<file path="config.mk">
export PLATFORM = sky130hd
export DESIGN_NAME = wt_data_cache
export DESIGN_NICKNAME = d
export VERILOG_FILES = /design/src/rtl/dc_pkg.sv /design/src/rtl/dc_store.sv /design/src/rtl/dc_lookup.sv /design/src/rtl/wt_data_cache.sv
export SDC_FILE = /design/constraint.sdc
export NUM_CORES = 2
export LEC_CHECK = 0
export BUFFER_PORTS_ARGS = -buffer_cell sky130_fd_sc_hd__buf_4
export CAP_MARGIN = 20
export CORE_AREA = 2 2 525 527
export CTS_BUF_LIST = sky130_fd_sc_hd__clkbuf_8
export DETAILED_ROUTE_END_ITERATION = 8
export DIE_AREA = 0 0 527 529
export GPL_ROUTABILITY_DRIVEN = 0
export PLACE_DENSITY = 0.63
export REMOVE_ABC_BUFFERS = 1
export SLEW_MARGIN = 20
export SYNTH_ARGS = -nofsm -noshare
export SYNTH_HDL_FRONTEND = slang
export SYNTH_SLANG_ARGS = --single-unit
</file>
<file path="constraint.sdc">
create_clock -name clk -period 8.7 [get_ports clk]
set_input_delay 1.74 -clock clk [delete_from_list [all_inputs] [get_ports clk]]
set_output_delay 1.74 -clock clk [all_outputs]
set_load 0.005 [all_outputs]
</file>
<file path="src/rtl/dc_pkg.sv">
package dc_pkg;
    localparam int ADDR_W  = 32;
    localparam int DATA_W  = 32;
    localparam int SPACE_W = 3;
    localparam int LINES   = 16;
    localparam int WORDS   = 4;
    localparam int BYTES   = DATA_W / 8;
    localparam int OFF_W   = $clog2(BYTES);
    localparam int WSEL_W  = $clog2(WORDS);
    localparam int IDX_W   = $clog2(LINES);
    localparam int TAG_W   = ADDR_W - IDX_W - WSEL_W - OFF_W;

    typedef logic [IDX_W-1:0]  idx_t;
    typedef logic [WSEL_W-1:0] wsel_t;
    typedef logic [DATA_W-1:0] word_t;
    typedef logic [BYTES-1:0]  be_t;

    typedef struct packed {
        logic [SPACE_W-1:0] space;
        logic [TAG_W-1:0]   atag;
    } tag_t;

    typedef struct packed {
        logic  en;
        idx_t  idx;
        wsel_t wsel;
        tag_t  tag;
        be_t   be;
        word_t data;
    } wr_op_t;

    function automatic idx_t idx_of(input logic [ADDR_W-1:0] a);
        return a[OFF_W+WSEL_W +: IDX_W];
    endfunction

    function automatic wsel_t wsel_of(input logic [ADDR_W-1:0] a);
        return a[OFF_W +: WSEL_W];
    endfunction

    function automatic tag_t tag_of(input logic [ADDR_W-1:0] a, input logic [SPACE_W-1:0] s);
        return '{space: s, atag: a[ADDR_W-1 -: TAG_W]};
    endfunction

    function automatic word_t merge_bytes(input word_t old_w, input word_t new_w, input be_t be);
        word_t r;
        r = old_w;
        for (int b = 0; b < BYTES; b++)
            if (be[b]) r[8*b +: 8] = new_w[8*b +: 8];
        return r;
    endfunction

    function automatic logic [WORDS-1:0] word_mask(input wsel_t w, input logic set);
        logic [WORDS-1:0] m;
        m = '0;
        m[w] = set;
        return m;
    endfunction
endpackage

</file>
<file path="src/rtl/dc_store.sv">
module dc_store
    import dc_pkg::*;
(
    input  logic             clk,
    input  logic             rst,
    input  idx_t             rd_idx,
    input  wsel_t            rd_wsel,
    output tag_t             rd_tag,
    output logic [WORDS-1:0] rd_valid,
    output word_t            rd_data,
    input  wr_op_t           fill_op,
    input  wr_op_t           cpu_op,
    input  logic             clr_all,
    input  logic             clr_one,
    input  idx_t             clr_idx,
    input  wsel_t            clr_wsel
);
    tag_t             tag_q   [LINES];
    logic [WORDS-1:0] valid_q [LINES];
    word_t            data_q  [LINES][WORDS];
    logic             any_valid;

    assign rd_tag   = tag_q[rd_idx];
    assign rd_valid = valid_q[rd_idx];
    assign rd_data  = data_q[rd_idx][rd_wsel];

    always_comb begin
        any_valid = 1'b0;
        for (int i = 0; i < LINES; i++)
            any_valid = any_valid | (|valid_q[i]);
    end

    always_ff @(posedge clk) begin
        if (rst) begin
            for (int i = 0; i < LINES; i++) begin
                valid_q[i] <= '0;
                tag_q[i]   <= '0;
            end
        end else begin
            if (fill_op.en) begin
                if (tag_q[fill_op.idx] != fill_op.tag) begin
                    tag_q[fill_op.idx]   <= fill_op.tag;
                    valid_q[fill_op.idx] <= word_mask(fill_op.wsel, 1'b1);
                end else begin
                    valid_q[fill_op.idx] <= valid_q[fill_op.idx] | word_mask(fill_op.wsel, 1'b1);
                end
                data_q[fill_op.idx][fill_op.wsel] <= fill_op.data;
            end
            if (cpu_op.en) begin
                if (tag_q[cpu_op.idx] != cpu_op.tag) begin
                    tag_q[cpu_op.idx]   <= cpu_op.tag;
                    valid_q[cpu_op.idx] <= word_mask(cpu_op.wsel, &cpu_op.be);
                end else begin
                    valid_q[cpu_op.idx] <= valid_q[cpu_op.idx] | word_mask(cpu_op.wsel, &cpu_op.be);
                end
                data_q[cpu_op.idx][cpu_op.wsel] <=
                    merge_bytes(data_q[cpu_op.idx][cpu_op.wsel], cpu_op.data, cpu_op.be);
            end
            if (clr_one)
                valid_q[clr_idx][clr_wsel] <= 1'b0;
            if (clr_all)
                for (int i = 0; i < LINES; i++)
                    valid_q[i] <= '0;
        end
    end

    AST_CLEAR_ALL_EMPTY: assert property (@(posedge clk) disable iff (rst)
        clr_all |=> !any_valid);

    AST_FILL_MARKS_WORD: assert property (@(posedge clk) disable iff (rst)
        (fill_op.en && !clr_all && !(clr_one && clr_idx == fill_op.idx && clr_wsel == fill_op.wsel))
        |=> valid_q[$past(fill_op.idx)][$past(fill_op.wsel)]);

    AST_NEWTAG_SINGLE: assert property (@(posedge clk) disable iff (rst)
        (fill_op.en && tag_q[fill_op.idx] != fill_op.tag)
        |=> ($countones(valid_q[$past(fill_op.idx)]) <= 1));
endmodule

</file>
<file path="src/rtl/dc_lookup.sv">
module dc_lookup
    import dc_pkg::*;
(
    input  logic               clk,
    input  logic               rst,
    input  logic               ctl_enable,
    input  logic               ctl_walloc,
    input  logic               ext_disable,
    input  logic               cpu_req,
    input  logic               cpu_we,
    input  logic [ADDR_W-1:0]  cpu_addr,
    input  logic [SPACE_W-1:0] cpu_space,
    input  be_t                cpu_be,
    input  word_t              cpu_wdata,
    input  logic               cpu_nocache,
    input  logic               fill_valid,
    input  logic [ADDR_W-1:0]  fill_addr,
    input  logic [SPACE_W-1:0] fill_space,
    input  word_t              fill_data,
    input  tag_t               rd_tag,
    input  logic [WORDS-1:0]   rd_valid,
    input  word_t              rd_data,
    output idx_t               rd_idx,
    output wsel_t              rd_wsel,
    output logic               cpu_hit,
    output word_t              cpu_rdata,
    output logic               fill_req,
    output wr_op_t             fill_op,
    output wr_op_t             cpu_op
);
    logic active;
    logic cacheable;
    tag_t cpu_tag;

    assign active    = ctl_enable && !ext_disable;
    assign cacheable = active && cpu_req && !cpu_nocache;
    assign cpu_tag   = tag_of(cpu_addr, cpu_space);
    assign rd_idx    = idx_of(cpu_addr);
    assign rd_wsel   = wsel_of(cpu_addr);

    assign cpu_hit   = cacheable && rd_valid[rd_wsel] && (rd_tag == cpu_tag);
    assign cpu_rdata = rd_data;
    assign fill_req  = cacheable && !cpu_we && !cpu_hit;

    always_comb begin
        fill_op      = '0;
        fill_op.en   = fill_valid && active;
        fill_op.idx  = idx_of(fill_addr);
        fill_op.wsel = wsel_of(fill_addr);
        fill_op.tag  = tag_of(fill_addr, fill_space);
        fill_op.be   = '1;
        fill_op.data = fill_data;

        cpu_op       = '0;
        cpu_op.en    = cacheable && cpu_we && (cpu_hit || ctl_walloc)
                       && !(fill_op.en && fill_op.idx == rd_idx);
        cpu_op.idx   = rd_idx;
        cpu_op.wsel  = rd_wsel;
        cpu_op.tag   = cpu_tag;
        cpu_op.be    = cpu_be;
        cpu_op.data  = cpu_wdata;
    end

    AST_HIT_GATED: assert property (@(posedge clk) disable iff (rst)
        cpu_hit |-> (ctl_enable && !ext_disable && !cpu_nocache));

    AST_NOCACHE_NO_ALLOC: assert property (@(posedge clk) disable iff (rst)
        cpu_nocache |-> !cpu_op.en);

    AST_MISS_REQ: assert property (@(posedge clk) disable iff (rst)
        fill_req |-> (!cpu_hit && !cpu_we));

    AST_FILL_WINS: assert property (@(posedge clk) disable iff (rst)
        (fill_op.en && cpu_op.en) |-> (fill_op.idx != cpu_op.idx));
endmodule

</file>
<file path="src/rtl/wt_data_cache.sv">
module wt_data_cache
    import dc_pkg::*;
(
    input  logic               clk,
    input  logic               rst,
    input  logic               ctl_enable,
    input  logic               ctl_walloc,
    input  logic               ext_disable,
    input  logic               ctl_clear_all,
    input  logic               ctl_clear_one,
    input  logic [ADDR_W-1:0]  ctl_clear_addr,
    input  logic               cpu_req,
    input  logic               cpu_we,
    input  logic [ADDR_W-1:0]  cpu_addr,
    input  logic [SPACE_W-1:0] cpu_space,
    input  logic [BYTES-1:0]   cpu_be,
    input  logic [DATA_W-1:0]  cpu_wdata,
    input  logic               cpu_nocache,
    output logic               cpu_hit,
    output logic [DATA_W-1:0]  cpu_rdata,
    output logic               fill_req,
    input  logic               fill_valid,
    input  logic [ADDR_W-1:0]  fill_addr,
    input  logic [SPACE_W-1:0] fill_space,
    input  logic [DATA_W-1:0]  fill_data,
    output logic               mem_wr_valid,
    output logic [ADDR_W-1:0]  mem_wr_addr,
    output logic [BYTES-1:0]   mem_wr_be,
    output logic [DATA_W-1:0]  mem_wr_data
);
    idx_t             rd_idx;
    wsel_t            rd_wsel;
    tag_t             rd_tag;
    logic [WORDS-1:0] rd_valid;
    word_t            rd_data;
    wr_op_t           fill_op;
    wr_op_t           cpu_op;

    dc_lookup u_lookup (
        .clk         (clk),
        .rst         (rst),
        .ctl_enable  (ctl_enable),
        .ctl_walloc  (ctl_walloc),
        .ext_disable (ext_disable),
        .cpu_req     (cpu_req),
        .cpu_we      (cpu_we),
        .cpu_addr    (cpu_addr),
        .cpu_space   (cpu_space),
        .cpu_be      (cpu_be),
        .cpu_wdata   (cpu_wdata),
        .cpu_nocache (cpu_nocache),
        .fill_valid  (fill_valid),
        .fill_addr   (fill_addr),
        .fill_space  (fill_space),
        .fill_data   (fill_data),
        .rd_tag      (rd_tag),
        .rd_valid    (rd_valid),
        .rd_data     (rd_data),
        .rd_idx      (rd_idx),
        .rd_wsel     (rd_wsel),
        .cpu_hit     (cpu_hit),
        .cpu_rdata   (cpu_rdata),
        .fill_req    (fill_req),
        .fill_op     (fill_op),
        .cpu_op      (cpu_op)
    );

    dc_store u_store (
        .clk      (clk),
        .rst      (rst),
        .rd_idx   (rd_idx),
        .rd_wsel  (rd_wsel),
        .rd_tag   (rd_tag),
        .rd_valid (rd_valid),
        .rd_data  (rd_data),
        .fill_op  (fill_op),
        .cpu_op   (cpu_op),
        .clr_all  (ctl_clear_all),
        .clr_one  (ctl_clear_one),
        .clr_idx  (idx_of(ctl_clear_addr)),
        .clr_wsel (wsel_of(ctl_clear_addr))
    );

    assign mem_wr_valid = cpu_req && cpu_we;
    assign mem_wr_addr  = cpu_addr;
    assign mem_wr_be    = cpu_be;
    assign mem_wr_data  = cpu_wdata;
endmodule

</file>
==> results.sh <==
export IMPL_worstMarginPinSlew_ns=1.226
export IMPL_vias=84980
export IMPL_nets=8338
export IMPL_grt_overflow_total=0
export IMPL_worstHoldPathType="register to register"
export IMPL_max_stage_delay_ns=0.65
export IMPL_post_cts_buffers=0
export IMPL_reg2reg_from="u_store.tag_q[8][13]"
export IMPL_preCtsSetupSlack_ns=0.8401
export IMPL_cp_arrival_ns=5.74
export IMPL_critPathKind="primary input to primary output"
export IMPL_initial_core_util_pct=49.82
export IMPL_cp_end_kind="primary output"
export IMPL_power_density_mw_per_mm2=178.5
export IMPL_boundaryPins=284
export IMPL_synth_distinct_cells=79
export IMPL_grt_pass1_vias=84490
export IMPL_grt_busiest_layer="met2"
export IMPL_die_area_sq_mm=0.2788
export IMPL_use_met2_pct=53.10
export IMPL_viasPerCell=7.022
export IMPL_crit_fanout=39
export IMPL_holdWs_ns=0.6330
export IMPL_met1_usage_pct=44.01
export IMPL_core_sq_mm=0.2729
export IMPL_cp_cell_sequence="buf_8 -> buf_4 -> mux4_2 -> mux2i_1 -> xnor2_1 -> nor2_1 -> nand4_1 -> a221oi_2 -> nand3_1 -> nor2b_1 -> nor3b_1 -> buf_4"
export IMPL_setup_violations=0
export IMPL_synth_edff_count=2480
export IMPL_drtIter0Drc=12570
export IMPL_grt_pass1_wl_mm=660.3
export IMPL_p_total_uw=26680
export IMPL_p_leak_uw=0.04901
export IMPL_syn_avg_cell_area_sq_um=16.35
export IMPL_clk_pin_slew_ns=0.06
export IMPL_finalMaxSlewViolations=0
export IMPL_finalCritPeriodShare_pct=85.93
export IMPL_cts_htree_levels=5
export IMPL_area_growth_pct=9.910
export IMPL_timing_critical_path_from="cpu_addr[4]"
export IMPL_max_slew_margin_pct=17.18
export IMPL_slowest_stage="a221oi_2"
export IMPL_clockBufferDepth=4
export IMPL_clock_sinks=2544
export IMPL_numPlacedInstances=11300
export IMPL_die_h_um=529
export IMPL_num_rows=192
export IMPL_cp_required_ns=6.96
export IMPL_numCtsBuffers=437
export IMPL_grt_usage_pct=33.65
export IMPL_fmax_mhz=133.8
export IMPL_cts_root_buf="clkbuf_8"
export IMPL_rsz0062_at_grt="false"
export IMPL_ctsResizeCount=0
export IMPL_wl_per_cell_um=39.44
export IMPL_synth_seq_cells=2544
export IMPL_insertion_delay_ns=1.13
export IMPL_synth_area_sq_mm=0.1360
export IMPL_final_cell_mix="edfxtp_1 (2,480), mux2_2 (1,407), mux4_2 (848)"
export IMPL_finalWorstSetupSlack_ns=1.224
export IMPL_die_width_um=527
export IMPL_clock_skew_ns=0.07503
export IMPL_synth_warnings=0
export IMPL_use_met3_pct=7.930
export IMPL_cpMostUsedCell="buf_4"
export IMPL_drive_gt1_share_pct=42.40
export IMPL_ant_nets=0
export IMPL_synth_ff_type="edfxtp_1"
export IMPL_hold_buffers=0
export IMPL_hp_start="u_store.valid_q[10][3]"
export IMPL_cts_tree="built"
export IMPL_post_route_min_period_ns=7.476
export IMPL_remaining_drc_errors=0
export IMPL_grt_max_degree=99
export IMPL_synthArstFlopShare_pct=0
export IMPL_firstDrtPassIters=8
export IMPL_outcome="finished, final reports clean"
export IMPL_finalWirelength_mm=477.3
export IMPL_cp_start_kind="primary input"
export IMPL_antenna_found_initial=39
export IMPL_final_common_cell="edfxtp_1"
export IMPL_portBuffers=251
export IMPL_stdcell_count=12100
export IMPL_ir_drop_uv=187.8
export IMPL_ys_seq_area_share_pct=55.71
export IMPL_synthCells=8316
export IMPL_dpl_hpwl_mm=274.0
export IMPL_hold_viol=0
export IMPL_drv_cap=0
-- sequential cells by signal, summed over array words and instances (netlist names) --
| signal | flops |
|---|---|
| u_store.tag_q | 432 |
| u_store.data_q | 2048 |
| u_store.valid_q | 64 |
-- logic make-up after synthesis --
logic type / synth area share (%)
AOI/OAI and AO/OA: 4.825
buffers and inverters: 3.758
xor gates and xnor gates: 0.5346
and+or+nand+nor: 2.076
DFF: 55.71
muxes: 33.09
-- metal layers --
| layer | vias to the layer above | wire [um] |
|---|---|---|
| met5 | - | 338 |
| li1 | 33310 | - |
| met3 | 1247 | 53320 |
| met2 | 5656 | 220700 |
| met4 | 28 | 25720 |
| met1 | 44740 | 177200 |
-- per-stage QoR --
stage                     area (sq um)  setup TNS, ns  util (%)
after global placement          141100              0     51.71
final                           149400              0     54.76
after floorplan                 130900        -694.97         -
after detailed placement        141500              0     51.85
after global routing            149400              0     54.75
after CTS                       149200              0     54.69
-- cell type report --
class,count,area [sq um]
Antenna cell,14,35.03
Clock inverter,334,1583
Fill cell,21750,123500
Tap cell,3589,4491
Multi-Input combinational cell,4609,56580
Sequential cell,2544,75750
Inverter,7,26.28
Clock buffer,447,6152
Timing Repair Buffer,558,4833
-- report_power, final --
group,internal (uW),leakage [uW],total (uW),switching (uW)
logic,1100,0.0215,3000,1900
clock network,4920,0.00451,10100,5130
registers,13600,0.0230,13600,64.3
-- worst max-delay path, delay by kind of cell --
family / cells / cell delay [ns]
buf+inv: 3 / 0.87
xor+xnor: 1 / 0.13
compound gates: 1 / 0.65
simple gates: 5 / 1.38
mux: 2 / 0.74
-- worst paths after layout --
check / cells past startpoint / to / slack [ns]
worst min-delay path: 3 / u_store.valid_q[10][3] / 0.63
worst min register to register: 3 / u_store.valid_q[10][3] / 0.63
worst max register to register: 11 / u_store.data_q[6][27] / 2.92
worst max-delay path: 12 / fill_req / 1.22
-- Yosys cell counts (9+ instances only) --
library cell	count	area, sq um
buf_4	89	668.1
mux4_2	848	19100
mux2_1	643	7241
o22ai_1	25	156.4
o221ai_1	14	122.6
mux2i_1	221	2212
nor3_1	14	70.07
nor2b_1	36	225.2
a211oi_1	39	292.8
and3_1	21	131.4
nand2b_1	14	87.58
a21oi_1	25	125.1
buf_1	120	450.4
o211ai_1	19	142.6
o21bai_1	18	135.1
nor2_1	155	581.8
xnor2_1	34	297.8
nor3_2	11	110.1
a221oi_1	20	175.2
nand4_1	15	93.84
or3_1	25	156.4
a22oi_1	50	375.4
buf_6	9	101.4
xor2_1	49	429.2
nand3_1	58	290.3
mux2_2	1422	16010
dfxtp_1	64	1281
nor2_2	17	106.4
o21ai_0	81	405.4
o21a_1	14	105.1
edfxtp_1	2480	74470
a21o_1	25	187.7
mux2_4	29	435.4
a22o_1	449	3933
buf_2	274	1371
clkbuf_1	664	2492
nand2_1	121	454.2
Note: power is estimated with default switching activity, not from simulation.
